File: src/rtl/dllw_pkg.sv
package dllw_pkg;
  localparam int HOST_DW   = 32;
  localparam int INNER_AW  = 6;
  localparam int INNER_NUM = 1 << INNER_AW;

  typedef enum logic [1:0] {
    WIN_CTRL  = 2'd0,
    WIN_WDATA = 2'd1,
    WIN_START = 2'd2,
    WIN_RDATA = 2'd3
  } win_e;

  typedef struct packed {
    logic                rd;
    logic [INNER_AW-1:0] addr;
    logic [HOST_DW-1:0]  data;
  } inner_op_t;

  localparam int CTRL_DIR_BIT = 8;
endpackage

File: src/rtl/dllw_host_regs.sv
module dllw_host_regs
  import dllw_pkg::*;
(
  input  logic               clk_i,
  input  logic               rst_ni,
  input  logic               we_i,
  input  logic [1:0]         addr_i,
  input  logic [HOST_DW-1:0] wdata_i,
  input  logic               capture_i,
  input  logic [HOST_DW-1:0] result_i,
  output logic               start_edge_o,
  output inner_op_t          win_op_o,
  output logic [HOST_DW-1:0] rdata_o
);
  logic [INNER_AW-1:0] ctrl_addr_q;
  logic                ctrl_rd_q;
  logic [HOST_DW-1:0]  wdata_q;
  logic                start_q;
  logic [HOST_DW-1:0]  rdata_q;

  logic wr_ctrl, wr_wdata, wr_start;
  assign wr_ctrl  = we_i && (win_e'(addr_i) == WIN_CTRL);
  assign wr_wdata = we_i && (win_e'(addr_i) == WIN_WDATA);
  assign wr_start = we_i && (win_e'(addr_i) == WIN_START);

  assign start_edge_o = wr_start && wdata_i[0] && !start_q;

  always_ff @(posedge clk_i or negedge rst_ni) begin
    if (!rst_ni) begin
      ctrl_addr_q <= '0;
      ctrl_rd_q   <= 1'b0;
      wdata_q     <= '0;
      start_q     <= 1'b0;
    end else begin
      if (wr_ctrl) begin
        ctrl_addr_q <= wdata_i[INNER_AW-1:0];
        ctrl_rd_q   <= wdata_i[CTRL_DIR_BIT];
      end
      if (wr_wdata) wdata_q <= wdata_i;
      if (wr_start) start_q <= wdata_i[0];
    end
  end

  always_ff @(posedge clk_i or negedge rst_ni) begin
    if (!rst_ni)        rdata_q <= '0;
    else if (capture_i) rdata_q <= result_i;
  end

  assign win_op_o = '{rd: ctrl_rd_q, addr: ctrl_addr_q, data: wdata_q};

  always_comb begin
    rdata_o = '0;
    unique case (win_e'(addr_i))
      WIN_CTRL: begin
        rdata_o[INNER_AW-1:0]  = ctrl_addr_q;
        rdata_o[CTRL_DIR_BIT]  = ctrl_rd_q;
      end
      WIN_WDATA: rdata_o    = wdata_q;
      WIN_START: rdata_o[0] = start_q;
      WIN_RDATA: rdata_o    = rdata_q;
      default:   rdata_o    = '0;
    endcase
  end

  // read window changes only on an inner read completion
  assert_rdata_hold_R4: assert property (@(posedge clk_i) disable iff (!rst_ni)
    !capture_i |=> $stable(rdata_q));
  assert_start_edge_R2: assert property (@(posedge clk_i) disable iff (!rst_ni)
    start_edge_o |=> start_q);
endmodule

File: src/rtl/dllw_seq.sv
module dllw_seq
  import dllw_pkg::*;
#(
  parameter int ACCESS_LAT = 2
) (
  input  logic      clk_i,
  input  logic      rst_ni,
  input  logic      start_i,
  input  inner_op_t win_op_i,
  output logic      busy_o,
  output logic      go_o,
  output inner_op_t op_o
);
  localparam int CNT_W = (ACCESS_LAT > 1) ? $clog2(ACCESS_LAT) : 1;

  logic      busy_q;
  inner_op_t op_q;
  logic      accept;

  assign accept = start_i && !busy_q;
  assign busy_o = busy_q;
  assign op_o   = op_q;

  always_ff @(posedge clk_i or negedge rst_ni) begin
    if (!rst_ni)     op_q <= '0;
    else if (accept) op_q <= win_op_i;
  end

  generate
    if (ACCESS_LAT <= 1) begin : g_single
      assign go_o = busy_q;
      always_ff @(posedge clk_i or negedge rst_ni) begin
        if (!rst_ni)     busy_q <= 1'b0;
        else if (accept) busy_q <= 1'b1;
        else if (go_o)   busy_q <= 1'b0;
      end
    end else begin : g_multi
      logic [CNT_W-1:0] cnt_q;
      assign go_o = busy_q && (cnt_q == '0);
      always_ff @(posedge clk_i or negedge rst_ni) begin
        if (!rst_ni) begin
          busy_q <= 1'b0;
          cnt_q  <= '0;
        end else if (accept) begin
          busy_q <= 1'b1;
          cnt_q  <= CNT_W'(ACCESS_LAT - 1);
        end else if (go_o) begin
          busy_q <= 1'b0;
        end else if (busy_q) begin
          cnt_q  <= cnt_q - 1'b1;
        end
      end
      assert_no_early_go_R7: assert property (@(posedge clk_i) disable iff (!rst_ni)
        $rose(busy_q) |-> !go_o);
    end
  endgenerate

  assert_busy_ignore_R7: assert property (@(posedge clk_i) disable iff (!rst_ni)
    (busy_q && start_i) |=> $stable(op_q));
  assert_go_ends_busy_R7: assert property (@(posedge clk_i) disable iff (!rst_ni)
    go_o |=> !busy_q);
endmodule

File: src/rtl/dllw_inner_array.sv
module dllw_inner_array
  import dllw_pkg::*;
#(
  parameter logic [HOST_DW-1:0]  UNLOCK_KEY  = 32'hA500_0000,
  parameter logic [INNER_AW-1:0] STATUS_ADDR = 6'h26,
  parameter int                  CALIB_W     = 5
) (
  input  logic               clk_i,
  input  logic               rst_ni,
  input  logic               go_i,
  input  inner_op_t          op_i,
  input  logic [CALIB_W-1:0] calib_i,
  output logic [HOST_DW-1:0] rd_val_o
);
  logic [INNER_NUM-1:0][HOST_DW-1:0] mem_q;
  logic unlocked_q;
  logic wr_go, wr_key, wr_plain;

  assign wr_go    = go_i && !op_i.rd;
  assign wr_key   = wr_go && (op_i.addr == '0);
  assign wr_plain = wr_go && unlocked_q && (op_i.addr != '0) && (op_i.addr != STATUS_ADDR);

  always_ff @(posedge clk_i or negedge rst_ni) begin
    if (!rst_ni)     unlocked_q <= 1'b0;
    else if (wr_key) unlocked_q <= (op_i.data == UNLOCK_KEY);
  end

  always_ff @(posedge clk_i or negedge rst_ni) begin
    if (!rst_ni)       mem_q <= '0;
    else if (wr_plain) mem_q[op_i.addr] <= op_i.data;
  end

  always_comb begin
    rd_val_o = '0;
    if (op_i.addr == '0)              rd_val_o[0] = unlocked_q;
    else if (op_i.addr == STATUS_ADDR) rd_val_o[CALIB_W-1:0] = calib_i;
    else                               rd_val_o = mem_q[op_i.addr];
  end

  genvar gi;
  generate
    for (gi = 1; gi < INNER_NUM; gi++) begin : g_lock_chk
      assert_locked_drop_R5: assert property (@(posedge clk_i) disable iff (!rst_ni)
        (wr_go && !unlocked_q && op_i.addr == INNER_AW'(gi)) |=> $stable(mem_q[gi]));
    end
  endgenerate

  assert_unlock_R6: assert property (@(posedge clk_i) disable iff (!rst_ni)
    (wr_go && op_i.addr == '0 && op_i.data == UNLOCK_KEY) |=> unlocked_q);
  assert_relock_R6: assert property (@(posedge clk_i) disable iff (!rst_ni)
    (wr_go && op_i.addr == '0 && op_i.data != UNLOCK_KEY) |=> !unlocked_q);
endmodule

File: src/rtl/dllw_port.sv
module dllw_port
  import dllw_pkg::*;
#(
  parameter int                  ACCESS_LAT  = 2,
  parameter logic [HOST_DW-1:0]  UNLOCK_KEY  = 32'hA500_0000,
  parameter logic [INNER_AW-1:0] STATUS_ADDR = 6'h26,
  parameter int                  CALIB_W     = 5
) (
  input  logic               clk_i,
  input  logic               rst_ni,
  input  logic               we_i,
  input  logic [1:0]         addr_i,
  input  logic [HOST_DW-1:0] wdata_i,
  output logic [HOST_DW-1:0] rdata_o,
  output logic               busy_o,
  input  logic [CALIB_W-1:0] calib_i
);
  logic               start_edge;
  inner_op_t          win_op;
  inner_op_t          cur_op;
  logic               go;
  logic [HOST_DW-1:0] rd_val;

  dllw_host_regs u_regs (
    .clk_i        (clk_i),
    .rst_ni       (rst_ni),
    .we_i         (we_i),
    .addr_i       (addr_i),
    .wdata_i      (wdata_i),
    .capture_i    (go && cur_op.rd),
    .result_i     (rd_val),
    .start_edge_o (start_edge),
    .win_op_o     (win_op),
    .rdata_o      (rdata_o)
  );

  dllw_seq #(.ACCESS_LAT(ACCESS_LAT)) u_seq (
    .clk_i    (clk_i),
    .rst_ni   (rst_ni),
    .start_i  (start_edge),
    .win_op_i (win_op),
    .busy_o   (busy_o),
    .go_o     (go),
    .op_o     (cur_op)
  );

  dllw_inner_array #(
    .UNLOCK_KEY  (UNLOCK_KEY),
    .STATUS_ADDR (STATUS_ADDR),
    .CALIB_W     (CALIB_W)
  ) u_arr (
    .clk_i    (clk_i),
    .rst_ni   (rst_ni),
    .go_i     (go),
    .op_i     (cur_op),
    .calib_i  (calib_i),
    .rd_val_o (rd_val)
  );

  assert_start_sets_busy_R7: assert property (@(posedge clk_i) disable iff (!rst_ni)
    (start_edge && !busy_o) |=> busy_o);
endmodule

File: config.mk
export PLATFORM = sky130hd
export DESIGN_NAME = dllw_port
export DESIGN_NICKNAME = d
export VERILOG_FILES = /design/src/rtl/dllw_pkg.sv /design/src/rtl/dllw_host_regs.sv /design/src/rtl/dllw_seq.sv /design/src/rtl/dllw_inner_array.sv /design/src/rtl/dllw_port.sv
export SDC_FILE = /design/constraint.sdc
export NUM_CORES = 2
export LEC_CHECK = 0
export BUFFER_PORTS_ARGS = -buffer_cell sky130_fd_sc_hd__buf_2
export CAP_MARGIN = 0
export CORE_UTILIZATION = 30
export DETAILED_ROUTE_END_ITERATION = 6
export PLACE_DENSITY = 0.49
export SYNTH_ARGS = -nofsm -noshare
export SYNTH_HDL_FRONTEND = slang
export SYNTH_SLANG_ARGS = --single-unit
File: constraint.sdc
create_clock -name clk_i -period 5 [get_ports clk_i]
set_clock_uncertainty 0.1 [all_clocks]
set_input_delay 0.25 -clock clk_i [delete_from_list [all_inputs] [get_ports clk_i]]
set_output_delay 0.25 -clock clk_i [all_outputs]
set_load 0.005 [all_outputs]
==> results.sh <==
export IMPL_outcome="complete, no violations"
export IMPL_ys_types=74
export IMPL_grt_pass1_vias=66200
export IMPL_yosys_most_used_dff="dfrtp_1"
export IMPL_relSlewSlack_pct=11.8
export IMPL_rows=209
export IMPL_dr_pass1_iters=6
export IMPL_worstPathCellList="nor2_4 > buf_4 > a221oi_1 > nor3_1 > a2111oi_0 > buf_4 > and4_1 > a31oi_1"
export IMPL_cts_root_buf="clkbuf_16"
export IMPL_crit_slowest_cell="a2111oi_0"
export IMPL_fin_crit_sh_pct=86.5
export IMPL_num_vias=64500
export IMPL_grt_pass1_wl_mm=545
export IMPL_min_from="wdata_i[4]"
export IMPL_crit_top_cell="buf_4"
export IMPL_post_dp_hpwl_mm=240
export IMPL_crit_required_ns=5.66
export IMPL_drc=0
export IMPL_startpoint="u_seq.op_o[34]"
export IMPL_grt_overflow=0
export IMPL_grt_usage_pct=23.3
export IMPL_synth_common_cells="mux2_2 (2,221), dfrtp_1 (2,161), clkbuf_1 (358)"
export IMPL_pin_count=75
export IMPL_crit_family="compound AO/OA/AOI/OAI gates"
export IMPL_clock_sinks=2161
export IMPL_syn_nets=7031
export IMPL_r2r_start="u_seq.op_o[34]"
export IMPL_clk_latency_ns=0.94
export IMPL_fin_crit_ns=4.32
export IMPL_hold_viol_final=0
export IMPL_area_growth_syn_to_layout_pct=14.8
export IMPL_max_vdd_ir_drop_v=0.000341
export IMPL_avgSynthCellArea_um2=14.1
export IMPL_critPathBufInv=2
export IMPL_core_um2=325000
export IMPL_cts_resized=0
export IMPL_crit_arrival_ns=4.99
export IMPL_synth_top_area_cell="dfrtp_1"
export IMPL_netlist_instances=6989
export IMPL_start_util_pct=30.2
export IMPL_drive_above_1_share_pct=46.8
export IMPL_yosysSeqAreaShare_pct=55.0
export IMPL_fp_dieW_um=574
export IMPL_grt_max_degree=166
export IMPL_synth_edff_count=0
export IMPL_crit_path_max_fanout=31
export IMPL_postSynth_asyncResetShare_pct=100
export IMPL_slowest_delay_ns=1.14
export IMPL_routabilityCongestion=0.840
export IMPL_power_density_nw_per_um2=432
export IMPL_leakage_nw=54.0
export IMPL_yosysMostFrequentCell="mux2_2"
export IMPL_ys_warn_count=0
export IMPL_ys_top_cells_by_area="dfrtp_1 (55%), mux2_2 (25%), mux4_2 (3.4%)"
export IMPL_rsz0062_at_grt="false"
export IMPL_dp_slack_ns=0.896
export IMPL_numCtsBuffers=238
export IMPL_setup_tns_ns=0
export IMPL_critPathCaptureType="flip-flop"
export IMPL_setup_ws_ns=0.677
export IMPL_timing_fmax_ghz=0.231
export IMPL_finalSetupViolations=0
export IMPL_fp_dieArea_um2=330000
export IMPL_routedWlPerCell_um=34.0
export IMPL_drv_slew=0
export IMPL_max_cap_violations=0
export IMPL_critPathKind="flip-flop to flip-flop"
export IMPL_die_y_um=574
export IMPL_viasPerCell=5.62
export IMPL_hold_path_class="input port to flip-flop"
export IMPL_critical_path_startpoint_type="flip-flop"
export IMPL_drtIter0Drc=6182
export IMPL_final_util_pct=34.7
export IMPL_grt_antenna_before_repair=35
export IMPL_cts_max_level=4
export IMPL_cts_tree="done"
export IMPL_wirelength_mm=390
export IMPL_worst_pin_slew_ns=1.32
export IMPL_synth_area_um2=98300
export IMPL_synth_top_cell_area_share_pct=55.0
export IMPL_clockBufferDepth=4
export IMPL_ant_nets=0
export IMPL_synth_ff_latch_count=2161
export IMPL_io_buffers=74
export IMPL_nNetsFinal=6982
export IMPL_clkTransAtPathRegs_ns=0.06
-- kinds of logic after synthesis --
logic type	synth area share (%)
compound gates	7.11
simple gates	2.07
flops	55.0
mux	31.8
buf+inv	3.96
-- power breakdown --
part | leakage, nW | total [mW] | internal [mW] | switching (mW)
clock | 3.87 | 17.8 | 10.3 | 7.50
combinational | 20.2 | 12.2 | 2.98 | 9.22
sequential | 30.0 | 18.8 | 17.8 | 1.02
total | 54.0 | 48.8 | 31.1 | 17.7
-- metal layers --
layer  global-route usage (%)  part of all wire, %  wire length (µm)  vias to the layer above
met5                        0                0.019                75                        -
met4                     9.94                  5.1             19800                       10
met3                     3.98                  6.4             24900                      784
met2                     36.8                   45            177000                     2470
met1                     31.5                   43            168000                    35400
li1                         -                    -                 -                    25800
-- area by class of cell --
type / count / area, µm²
tap: 4325 / 5410
fill: 31500 / 212000
multi-input combinational: 4030 / 40700
antenna: 15 / 37.5
timing repair buffer: 504 / 4720
clock inverter: 68 / 732
clock buffer: 360 / 7100
inverter: 5 / 33.8
sequential: 2161 / 54100
-- worst paths after layout --
check                                      to  slack, ns  cells after the start
min                         u_regs.wdata_q[4]       0.05                      3
max in group asynchronous   u_arr.mem_q[1171]       2.75                      5
max reg2reg                u_regs.rdata_q[26]       0.68                      8
min in group asynchronous   u_arr.mem_q[1159]       0.52                      3
max                        u_regs.rdata_q[26]       0.68                      8
min reg2reg                 u_arr.mem_q[1227]       0.27                      0
-- what timing repair did --
action	CTS	global route
hold buffers	79	0
buffers inserted	0	0
hold endpoints to repair	638	0
-- registers in the layout, summed over array words and instances (netlist names), 6 cells and up --
signal              flops
u_arr.mem_q          2047
u_regs.rdata_q         32
u_regs.wdata_q         32
u_regs.ctrl_addr_q      6
u_seq.op_o             39
-- worst min-delay path, stage by stage --
cell,delay [ns]
dlygate4sd3_1,0.53
buf_2,0.11
mux2_2,0.13
-- layout by cell type, fill, tap and decap left out, types with 66 or more instances in the layout --
| cell | Yosys | routed |
|---|---|---|
| mux2_2 | 2221 | 2221 |
| dfrtp_1 | 2161 | 2126 |
| buf_4 | 96 | 280 |
| mux2i_1 | 261 | 260 |
| clkbuf_16 | 0 | 239 |
| a221oi_1 | 215 | 215 |
| a22oi_1 | 165 | 165 |
| mux4_2 | 150 | 150 |
| o21ai_0 | 133 | 133 |
| a21oi_1 | 125 | 125 |
| nor2_1 | 116 | 101 |
| o22ai_1 | 89 | 89 |
| nand2_1 | 131 | 87 |
| dlygate4sd3_1 | 0 | 78 |
| buf_12 | 0 | 74 |
| buf_2 | 208 | 72 |
| clkbuf_8 | 0 | 66 |
-- stage by stage --
| stage | hold slack (ns) | instances | cell area, µm² | power, mW |
|---|---|---|---|---|
| global route | 0.0481 | 11500 | 113000 | 50.1 |
| finish | 0.0534 | 11500 | 113000 | 48.8 |
| global placement | 0.227 | 10900 | 104000 | 31.0 |
| CTS | 0.00387 | 11500 | 113000 | 49.0 |
| detailed placement | 0.243 | 10900 | 104000 | 31.1 |
| floorplan | -0.146 | 6989 | 98300 | 24.4 |
No activity file was read; power rests on OpenSTA's default activity.
